## config.mk

```make
export PLATFORM = sky130hd
export DESIGN_NAME = conv_layer_seq
export DESIGN_NICKNAME = d
export VERILOG_FILES = /design/src/rtl/conv_seq_pkg.sv /design/src/rtl/conv_seq_fsm.sv /design/src/rtl/conv_seq_loc.sv /design/src/rtl/conv_seq_wbuf.sv /design/src/rtl/conv_layer_seq.sv
export SDC_FILE = /design/constraint.sdc
export NUM_CORES = 1
export LEC_CHECK = 0
export BUFFER_PORTS_ARGS = -buffer_cell sky130_fd_sc_hd__clkbuf_2
export CAP_MARGIN = 5
export CORE_AREA = 2 2 297 299
export DETAILED_ROUTE_END_ITERATION = 6
export DIE_AREA = 0 0 299 301
export PLACE_DENSITY_LB_ADDON = 0.05
export SLEW_MARGIN = 10
export SYNTH_ARGS = -nofsm -noshare
export SYNTH_HDL_FRONTEND = slang
export SYNTH_SLANG_ARGS = --single-unit
```

## constraint.sdc

```tcl
create_clock -name clk -period 2.5 [get_ports clk]
set_clock_uncertainty 0.05 [all_clocks]
set_input_delay 0.5 -clock clk [delete_from_list [all_inputs] [get_ports clk]]
set_output_delay 0.5 -clock clk [all_outputs]
set_load 0.01 [all_outputs]
```

## src/rtl/conv_seq_pkg.sv

```systemverilog
package conv_seq_pkg;
  typedef enum logic [2:0] {
    S_IDLE,
    S_LOADW,
    S_STAGE,
    S_FIRE,
    S_CAPT,
    S_STORE,
    S_DONE
  } seq_state_e;
endpackage

```

## src/rtl/conv_seq_fsm.sv

```systemverilog
module conv_seq_fsm
  import conv_seq_pkg::*;
(
  input  logic       clk,
  input  logic       rst_n,
  input  logic       start_i,
  input  logic       wt_hs_i,
  input  logic       wt_last_i,
  input  logic       stg_hs_i,
  input  logic       res_hs_i,
  input  logic       st_hs_i,
  input  logic       loc_last_i,
  output seq_state_e state_o
);
  seq_state_e state_q, state_d;

  always_comb begin
    state_d = state_q;
    unique case (state_q)
      S_IDLE:  if (start_i)                state_d = S_LOADW;
      S_LOADW: if (wt_hs_i && wt_last_i)   state_d = S_STAGE;
      S_STAGE: if (stg_hs_i)               state_d = S_FIRE;
      S_FIRE:                              state_d = S_CAPT;
      S_CAPT:  if (res_hs_i)               state_d = S_STORE;
      S_STORE: if (st_hs_i)                state_d = loc_last_i ? S_DONE : S_STAGE;
      S_DONE:                              state_d = S_IDLE;
      default:                             state_d = S_IDLE;
    endcase
  end

  always_ff @(posedge clk or negedge rst_n) begin
    if (!rst_n) state_q <= S_IDLE;
    else        state_q <= state_d;
  end

  assign state_o = state_q;
endmodule

```

## src/rtl/conv_seq_loc.sv

```systemverilog
module conv_seq_loc #(
  parameter int GW  = 6,
  parameter int PW  = GW + 2,
  parameter int LAW = 2 * PW
) (
  input  logic           clk,
  input  logic           rst_n,
  input  logic           init_i,
  input  logic           adv_i,
  input  logic [GW-1:0]  cfg_n_i,
  input  logic [GW-1:0]  cfg_m_i,
  input  logic [GW-1:0]  cfg_p_i,
  input  logic [GW-1:0]  cfg_s_i,
  output logic [PW-1:0]  row_o,
  output logic [PW-1:0]  col_o,
  output logic [LAW-1:0] idx_o,
  output logic           last_o
);
  logic [PW-1:0]  span_q, m_q, s_q, row_q, col_q;
  logic [LAW-1:0] idx_q;
  logic [PW:0]    col_reach, row_reach;
  logic           col_end, row_end;

  // window fits while position + stride + kernel stays inside the padded span
  always_comb begin
    col_reach = {1'b0, col_q} + {1'b0, s_q} + {1'b0, m_q};
    row_reach = {1'b0, row_q} + {1'b0, s_q} + {1'b0, m_q};
    col_end   = col_reach > {1'b0, span_q};
    row_end   = row_reach > {1'b0, span_q};
  end

  always_ff @(posedge clk or negedge rst_n) begin
    if (!rst_n) begin
      span_q <= '0;
      m_q    <= '0;
      s_q    <= '0;
      row_q  <= '0;
      col_q  <= '0;
      idx_q  <= '0;
    end else if (init_i) begin
      span_q <= PW'(cfg_n_i) + (PW'(cfg_p_i) << 1);
      m_q    <= PW'(cfg_m_i);
      s_q    <= PW'(cfg_s_i);
      row_q  <= '0;
      col_q  <= '0;
      idx_q  <= '0;
    end else if (adv_i) begin
      idx_q <= idx_q + LAW'(1);
      if (col_end) begin
        col_q <= '0;
        row_q <= row_q + s_q;
      end else begin
        col_q <= col_q + s_q;
      end
    end
  end

  assign row_o  = row_q;
  assign col_o  = col_q;
  assign idx_o  = idx_q;
  assign last_o = col_end && row_end;
endmodule

```

## src/rtl/conv_seq_wbuf.sv

```systemverilog
module conv_seq_wbuf #(
  parameter int KNC = 8,
  parameter int NW  = 72,
  parameter int WW  = 8,
  parameter int GW  = 6,
  parameter int AW  = $clog2(NW),
  parameter int TW  = AW + 1
) (
  input  logic           clk,
  input  logic           rst_n,
  input  logic           init_i,
  input  logic [GW-1:0]  cfg_m_i,
  input  logic           wr_i,
  input  logic [WW-1:0]  wr_data_i,
  output logic [AW-1:0]  addr_o,
  output logic           last_o,
  output logic [NW*WW-1:0] weights_o
);
  logic [AW-1:0] addr_q;
  logic [TW-1:0] wtot_q;

  always_ff @(posedge clk or negedge rst_n) begin
    if (!rst_n) begin
      addr_q <= '0;
      wtot_q <= '0;
    end else if (init_i) begin
      addr_q <= '0;
      wtot_q <= TW'(KNC) * TW'(cfg_m_i) * TW'(cfg_m_i);
    end else if (wr_i) begin
      addr_q <= addr_q + AW'(1);
    end
  end

  assign addr_o = addr_q;
  assign last_o = ({1'b0, addr_q} == (wtot_q - TW'(1)));

  for (genvar i = 0; i < NW; i++) begin : g_slot
    logic [WW-1:0] slot_q;
    always_ff @(posedge clk) begin
      if (wr_i && (addr_q == AW'(i))) slot_q <= wr_data_i;
    end
    assign weights_o[i*WW +: WW] = slot_q;
  end
endmodule

```

## src/rtl/conv_layer_seq.sv

```systemverilog
module conv_layer_seq
  import conv_seq_pkg::*;
#(
  parameter int K     = 4,
  parameter int NC    = 2,
  parameter int MAX_M = 3,
  parameter int GW    = 6,
  parameter int WW    = 8,
  parameter int RW    = 12,
  localparam int NWT  = K * NC * MAX_M * MAX_M,
  localparam int WAW  = $clog2(NWT),
  localparam int PW   = GW + 2,
  localparam int LAW  = 2 * PW
) (
  input  logic              clk,
  input  logic              rst_n,
  input  logic              start_i,
  input  logic [GW-1:0]     cfg_n_i,
  input  logic [GW-1:0]     cfg_m_i,
  input  logic [GW-1:0]     cfg_p_i,
  input  logic [GW-1:0]     cfg_s_i,
  output logic              busy_o,
  output logic              wt_rd_valid_o,
  output logic [WAW-1:0]    wt_rd_addr_o,
  input  logic              wt_rd_ready_i,
  input  logic [WW-1:0]     wt_rd_data_i,
  output logic [NWT*WW-1:0] weights_o,
  output logic              stg_valid_o,
  output logic [PW-1:0]     stg_row_o,
  output logic [PW-1:0]     stg_col_o,
  input  logic              stg_ready_i,
  output logic              core_fire_o,
  input  logic              res_valid_i,
  input  logic [K*RW-1:0]   res_data_i,
  output logic              res_ready_o,
  output logic              st_valid_o,
  output logic [LAW-1:0]    st_addr_o,
  output logic [K*RW-1:0]   st_data_o,
  input  logic              st_ready_i,
  output logic              done_o
);
  logic [1:0]     rst_sync_q;
  logic           rst_sync_n;
  seq_state_e     state;
  logic           start_take, wt_hs, stg_hs, res_hs, st_hs;
  logic           wt_last, loc_last, loc_adv;
  logic [K*RW-1:0] res_q;

  // reset asserts asynchronously, releases on the clock
  always_ff @(posedge clk or negedge rst_n) begin
    if (!rst_n) rst_sync_q <= 2'b00;
    else        rst_sync_q <= {rst_sync_q[0], 1'b1};
  end
  assign rst_sync_n = rst_sync_q[1];

  assign start_take = (state == S_IDLE) && start_i;
  assign wt_hs      = wt_rd_valid_o && wt_rd_ready_i;
  assign stg_hs     = stg_valid_o && stg_ready_i;
  assign res_hs     = res_ready_o && res_valid_i;
  assign st_hs      = st_valid_o && st_ready_i;
  assign loc_adv    = st_hs && !loc_last;

  conv_seq_fsm u_fsm (
    .clk        (clk),
    .rst_n      (rst_sync_n),
    .start_i    (start_i),
    .wt_hs_i    (wt_hs),
    .wt_last_i  (wt_last),
    .stg_hs_i   (stg_hs),
    .res_hs_i   (res_hs),
    .st_hs_i    (st_hs),
    .loc_last_i (loc_last),
    .state_o    (state)
  );

  conv_seq_loc #(.GW(GW), .PW(PW), .LAW(LAW)) u_loc (
    .clk     (clk),
    .rst_n   (rst_sync_n),
    .init_i  (start_take),
    .adv_i   (loc_adv),
    .cfg_n_i (cfg_n_i),
    .cfg_m_i (cfg_m_i),
    .cfg_p_i (cfg_p_i),
    .cfg_s_i (cfg_s_i),
    .row_o   (stg_row_o),
    .col_o   (stg_col_o),
    .idx_o   (st_addr_o),
    .last_o  (loc_last)
  );

  conv_seq_wbuf #(.KNC(K*NC), .NW(NWT), .WW(WW), .GW(GW), .AW(WAW)) u_wbuf (
    .clk       (clk),
    .rst_n     (rst_sync_n),
    .init_i    (start_take),
    .cfg_m_i   (cfg_m_i),
    .wr_i      (wt_hs),
    .wr_data_i (wt_rd_data_i),
    .addr_o    (wt_rd_addr_o),
    .last_o    (wt_last),
    .weights_o (weights_o)
  );

  always_ff @(posedge clk) begin
    if (res_hs) res_q <= res_data_i;
  end

  assign busy_o        = (state != S_IDLE);
  assign wt_rd_valid_o = (state == S_LOADW);
  assign stg_valid_o   = (state == S_STAGE);
  assign core_fire_o   = (state == S_FIRE);
  assign res_ready_o   = (state == S_CAPT);
  assign st_valid_o    = (state == S_STORE);
  assign done_o        = (state == S_DONE);
  assign st_data_o     = res_q;
endmodule

```

Word-level counts from Yosys, hierarchy flattened
Cells that the tools add are included.

cells by class
  add/sub/neg operators = 10
  multiply operators = 1
  $lt $le $gt $ge = 2
  equal/unequal tests = 83
  muxes and demuxes = 17
  reduce and logical (&&, ||, !) cells = 89

operator list
  operator                                               number
  equality test 7 x 6 -> 1 bit, second input constant    32
  equality test 7 x 5 -> 1 bit, second input constant    16
  logical AND 1 bit                                      80
  equality test 7 x 4 -> 1 bit, second input constant    8
  equality test 7 bit, second input constant             8
  2-to-1 mux 8 bit                                       6
  2-to-1 mux 16 bit                                      2
  equality test 7 x 3 -> 1 bit, second input constant    4
  adder 8 x 6 -> 9 bit                                   2
  adder 9 x 6 -> 9 bit                                   2
  greater-than comparator 9 x 8 -> 1 bit                 2
  2-to-1 mux 3 bit                                       6
  one-hot mux 3 bit (6 select lines)                     1
  adder 16 x 1 -> 16 bit, second input constant          1
  adder 8 x 6 -> 8 bit                                   2
  equality test 7 x 2 -> 1 bit, second input constant    2
  2-to-1 mux 7 bit                                       2
  equality test 3 bit, second input constant             3
  adder 6 x 7 -> 8 bit                                   1
  equality test 7 x 8 -> 1 bit                           1
  inequality test 2 x 1 -> 1 bit, second input constant  4
  subtractor 8 x 1 -> 8 bit, second input constant       1
  adder 7 x 1 -> 7 bit, second input constant            1
  equality test 7 x 1 -> 1 bit, second input constant    1
  11 further kinds                                       14

word-level totals
  register bits = 693
  input port bits = 87
  output and inout bits = 670
  word-level logic and storage cells = 285

Depth between registers and ports, before layout
  word-level depth = 8
  gate-level depth with buffers = 19
  gate-level depth less buffers = 17

Hierarchy
Synthesis repeated with hierarchy kept, for this count alone.

second synthesis, totals
  cells, all modules = 1219
  area total of the unflattened synthesis = 24263.3 um^2

by module, submodules not included
  module          times used  cells an instance  area each (um^2)  seq. area each (um^2)
  conv_seq_wbuf   1           754                18552.8           17571.9
  conv_seq_loc    1           380                3908.7            1301.2
  conv_layer_seq  1           66                 1625.3            1491.4
  conv_seq_fsm    1           19                 176.4             75.1

Worst setup path after synthesis
No wires, ideal clock.

  kind = flip-flop to flip-flop
  start point = register u_loc.row_q[1] (netlist: u_loc.row_o[1])
  end point = register u_loc.idx_q[9] (netlist: u_loc.idx_o[9])
  library setup time = 79 ps
  arrival = 4057 ps
  data required time = 2371 ps
  setup slack = -1686 ps
  cell stages (with the launch flop) = 20
  path buffers = 2
  clock period less this slack = 4186 ps
  cells stage by stage = dfrtp_1 > inv_1 > fa_1 > inv_1 > ha_1 > fa_1 > a21o_1 > a21oi_1 > o21bai_1 > a21oi_1 > xnor2_1 > ha_1 > a211oi_1 > a21boi_0 > a211oi_2 > or2_1 > buf_2 > buf_2 > a211oi_2 > mux2i_1

between the ends
  longest elaborated chain between the ends = 7

ends and longest elaborated chain
  what                                    RTL line              source
  start, declared                         conv_seq_loc.sv:19    logic [PW-1:0] span_q, m_q, s_q, row_q, col_q;
  start signal, assigned                  conv_seq_loc.sv:51    row_q <= row_q + s_q;
  adder 8 x 6 -> 9 bit                    conv_seq_loc.sv:27    row_reach = {1'b0, row_q} + {1'b0, s_q} + {1'b0, m_q};
  adder 9 x 6 -> 9 bit                    conv_seq_loc.sv:27
  greater-than comparator 9 x 8 -> 1 bit  conv_seq_loc.sv:29    row_end = row_reach > {1'b0, span_q};
  logical AND 1 bit                       conv_seq_loc.sv:61    assign last_o = col_end && row_end;
  logical NOT 1 bit                       conv_layer_seq.sv:61  assign loc_adv = st_hs && !loc_last;
  logical AND 1 bit                       conv_layer_seq.sv:61
  nonzero test 2 bit (no source line)     --
  end signal, assigned                    conv_seq_loc.sv:48    idx_q <= idx_q + LAW'(1);
  end, declared                           conv_seq_loc.sv:20    logic [LAW-1:0] idx_q;

No other way between the ends.
A chain may end at the register's enable or synchronous reset.

Worst setup path in the final report
  start point = register u_loc.m_q[1]
  end point = register u_loc.row_q[0] (netlist: u_loc.row_o[0])

between the ends
  longest elaborated chain between the ends = 7
  elaborated cells on any way between the ends = 10
  classes of those cells = add/sub: 2; order compare: 2; reduce/logical: 6

ends and longest elaborated chain
  what                                                       RTL line                                source
  start, declared                                            conv_seq_loc.sv:19
  start signal, assigned                                     conv_seq_loc.sv:42                      m_q <= PW'(cfg_m_i);
  adder 9 x 6 -> 9 bit (on tied branches)                    conv_seq_loc.sv:26, conv_seq_loc.sv:27
  greater-than comparator 9 x 8 -> 1 bit (on tied branches)  conv_seq_loc.sv:28, conv_seq_loc.sv:29
  logical AND 1 bit                                          conv_seq_loc.sv:61
  logical NOT 1 bit                                          conv_layer_seq.sv:61
  logical AND 1 bit                                          conv_layer_seq.sv:61
  nonzero test 2 bit (no source line)                        --
  AND reduction 2 bit (no source line) *                     --

Mark *: on every way between the ends. The rest lies on a longest branch, timed or not.

==> results.sh <==
export IMPL_cp_data_required_time_ns=2.94
export IMPL_reg2reg_from="u_loc.m_q[1]"
export IMPL_irDropWorstVdd_mv=0.769
export IMPL_period_share_pct=162
export IMPL_layout_setup_ws_ns=-1.55
export IMPL_endpoint_kind="flop"
export IMPL_multi_input_area_sq_um=3880
export IMPL_startpoint="u_loc.m_q[1]"
export IMPL_cts_tree="built"
export IMPL_clockRootBuffer="clkbuf_16"
export IMPL_gr_total_overflow=0
export IMPL_rrSetupSlack_ns=-1.55
export IMPL_yosysTopAreaCell="edfxtp_1"
export IMPL_fin_area_sq_um=34600
export IMPL_start_util_pct=28.1
export IMPL_synthFlopType="edfxtp_1"
export IMPL_worst_pin_slew_ns=0.662
export IMPL_dieArea_sq_um=90000
export IMPL_yosysMostFrequentCell="edfxtp_1"
export IMPL_wl_per_cell_um=24.7
export IMPL_ys_types=60
export IMPL_worstPathMaxFanout=6
export IMPL_yosys_area_share_simple_pct=5.27
export IMPL_drt_iter0_drc=865
export IMPL_cp_start_kind="flop"
export IMPL_cts_path_max_buffers=3
export IMPL_fillers=8191
export IMPL_drive_gt1_share_pct=47.7
export IMPL_utilization_pct=40.1
export IMPL_synth_top_family_by_area="simple AND/OR/NAND/NOR gates"
export IMPL_cts_clk_slew_worst_paths_ns=0.06
export IMPL_ys_warn_count=0
export IMPL_synth_compound_area_share_pct=3.52
export IMPL_dieHeight_um=301
export IMPL_period_minus_slack_ns=4.05
export IMPL_firstDrtPassIters=5
export IMPL_ios=757
export IMPL_finalMaxSlewViolations=0
export IMPL_synth_edf_count=624
export IMPL_grt_first_pass_wirelength_um=121000
export IMPL_synth_nets=1438
export IMPL_grt_pass1_vias=15700
export IMPL_synth_area_sq_um=24300
export IMPL_drc=0
export IMPL_synthXorXnorAreaFrac_pct=0.974
export IMPL_hp_class="input port to flop"
export IMPL_htreeDepth=3
export IMPL_maxSlewHeadroom_pct=55.9
export IMPL_status="finished, violations left"
export IMPL_finalSetupViolations=33
export IMPL_maxCapViolations=0
export IMPL_gp_congestion=0.811
export IMPL_critPathCapture="u_loc.row_o[0]"
export IMPL_fmax_mhz=247
export IMPL_synth_cells=1282
export IMPL_syn2layout_area_growth_pct=42.7
export IMPL_nets=2491
export IMPL_antenna_found_initial=0
export IMPL_synthTopCellsByCount="624 x edfxtp_1, 111 x nor2_1, 89 x nand2_1"
export IMPL_die_w_um=299
export IMPL_timing_rr_end="u_loc.row_o[0]"
export IMPL_p_leak_uw=0.0140
export IMPL_seqCellArea_sq_um=20400
export IMPL_synth_avg_cell_area_sq_um=18.9
export IMPL_ant_nets=0
export IMPL_ys_ff_latch=691
export IMPL_synth_area_mux_share_pct=0.897
export IMPL_p_per_area_nw_per_um2=1000
export IMPL_p_total_uw=34800
export IMPL_r2r_cells=19
export IMPL_coreArea_sq_um=86500
export IMPL_numCtsBuffers=78
export IMPL_num_rows=108
export IMPL_synth_top_area_share_pct=77.2
export IMPL_drt_total_wl_um=88000
export IMPL_grt_start_max_net_pins=73
export IMPL_failed_checks="negative setup slack"
export IMPL_criticalPathCategory="flop to flop"
export IMPL_tns_ns=-49.03
export IMPL_arrival_ns=4.50
export IMPL_portBuffers=756
export IMPL_synthAdderAreaFrac_pct=4.08
export IMPL_track_usage_pct=18.9
export IMPL_clk_latency_ns=0.63
export IMPL_via_per_inst=4.34
export IMPL_cts_sinks=691
export IMPL_hp_start="cfg_s_i[4]"
export IMPL_dpl_cell_area_sq_um=31000
export IMPL_num_antenna_cells=0
export IMPL_synthArstFlopShare_pct=9.70
export IMPL_hold_viol_final=0
export IMPL_num_vias=15400
export IMPL_ys_seq_area_share_pct=84.1
export IMPL_rsz0062_at_grt="true"
export IMPL_hpwl_um=62600
export IMPL_synth_area_leaders="edfxtp_1 77%, dfrtp_1 6.9%, ha_1 2.7%, nor2_1 1.7%, fa_1 1.4%"
-- final cells by class --
class / instances / area share, %
Multi-Input combinational cell: 524 / 11.2
Tap cell: 1155 / 4.17
Sequential cell: 691 / 58.9
Clock inverter: 58 / 2.22
Clock buffer: 87 / 5.79
Timing Repair Buffer: 1003 / 17.3
Inverter: 37 / 0.401
-- where the power goes --
part / switching, uW / internal (uW)
clock network: 4910 / 7330
registers: 342 / 13100
logic: 4800 / 4340
total: 10100 / 24700
-- cell usage in the layout (no fill, tap or decap), types with 19 or more instances in the layout --
cell             n
clkbuf_2       748
edfxtp_1       624
buf_4          169
nor2_1         110
nand2_1         86
clkbuf_16       79
dfrtp_1         65
dlygate4sd3_1   52
ha_1            49
inv_1           31
o21ai_0         20
a21oi_1         20
clkinv_2        19
-- registers in the layout, indices dropped and copies added, names as in the netlist --
name	count
u_loc.s_q	6
u_wbuf.wtot_q	3
u_loc.span_q	8
u_wbuf.g_slot.slot_q	576
u_loc.idx_o	16
rst_sync_q	2
u_fsm.state_o	3
u_loc.row_o	8
u_wbuf.addr_o	7
u_loc.col_o	8
st_data_o	48
u_loc.m_q	6
-- worst max-delay path, cell delays in order, from the launching register on --
cell and delay, ns:
dfrtp_1 0.35, inv_2 0.05, fa_1 0.56, inv_2 0.05
ha_4 0.17, fa_2 0.35, a21o_1 0.17, a21oi_2 0.13
o21bai_1 0.08, a21oi_1 0.15, xnor2_1 0.10, ha_2 0.33
nand4_1 0.08, o22ai_1 0.16, a211oi_2 0.10, buf_4 0.16
a211oi_2 0.34, buf_4 0.25, mux2i_1 0.23, nor2_1 0.06
-- worst min path at each step --
stage	depth (start not counted)	end	slack, ns
2_1_floorplan	0	rst_sync_q[0]	0.15
3_3_place_gp	1	rst_sync_q[0]	0.24
3_5_place_dp	1	rst_sync_q[0]	0.24
4_1_cts	3	u_loc.s_q[5]	0.003
5_1_grt	3	u_loc.s_q[5]	0.02
6_report	3	u_loc.s_q[4]	0.05
-- repair_timing --
item                                   4_1_cts  5_1_grt
hold buffers                                52        0
setup buffers                                3        6
gates cloned                                 0        2
resized for setup                           32       31
pin swaps                                   15        9
endpoints found under the hold margin       53        0
setup endpoints to repair                   33       33
-- per-layer routing --
| metal | up-vias | wire length, um | GRT usage (%) |
|---|---|---|---|
| met5 | - | 0 | 0 |
| met4 | 0 | 2120 | 5.65 |
| met3 | 111 | 6410 | 5.73 |
| met2 | 535 | 44900 | 33.0 |
| met1 | 7860 | 34600 | 22.3 |
| li1 | 6918 | - | - |
-- metrics by stage --
stage | hold WS [ns] | setup WS (ns) | std cells
2_1_floorplan | 0.154 | -1.33 | 1282
5_1_grt | 0.0177 | -1.77 | 3555
4_1_cts | 0.00313 | -1.53 | 3547
3_5_place_dp | 0.238 | -1.59 | 3348
3_3_place_gp | 0.236 | -1.56 | 3348
6_report | 0.0487 | -1.55 | 3555
-- kinds of logic (layout without fill, tap and decap cells) --
| logic type | after synthesis | in the layout |
|---|---|---|
| adder cells (fa/ha/maj) | 69 | 69 |
| buffers and inverters | 67 | 1185 |
| AO/OA/AOI/OAI | 125 | 125 |
| multiplexers | 21 | 21 |
| AND/OR/NAND/NOR | 281 | 281 |
| flip-flops | 691 | 691 |
| XOR/XNOR | 27 | 27 |
| other | 1 | 1 |
Power figures use the tool's default switching activity.
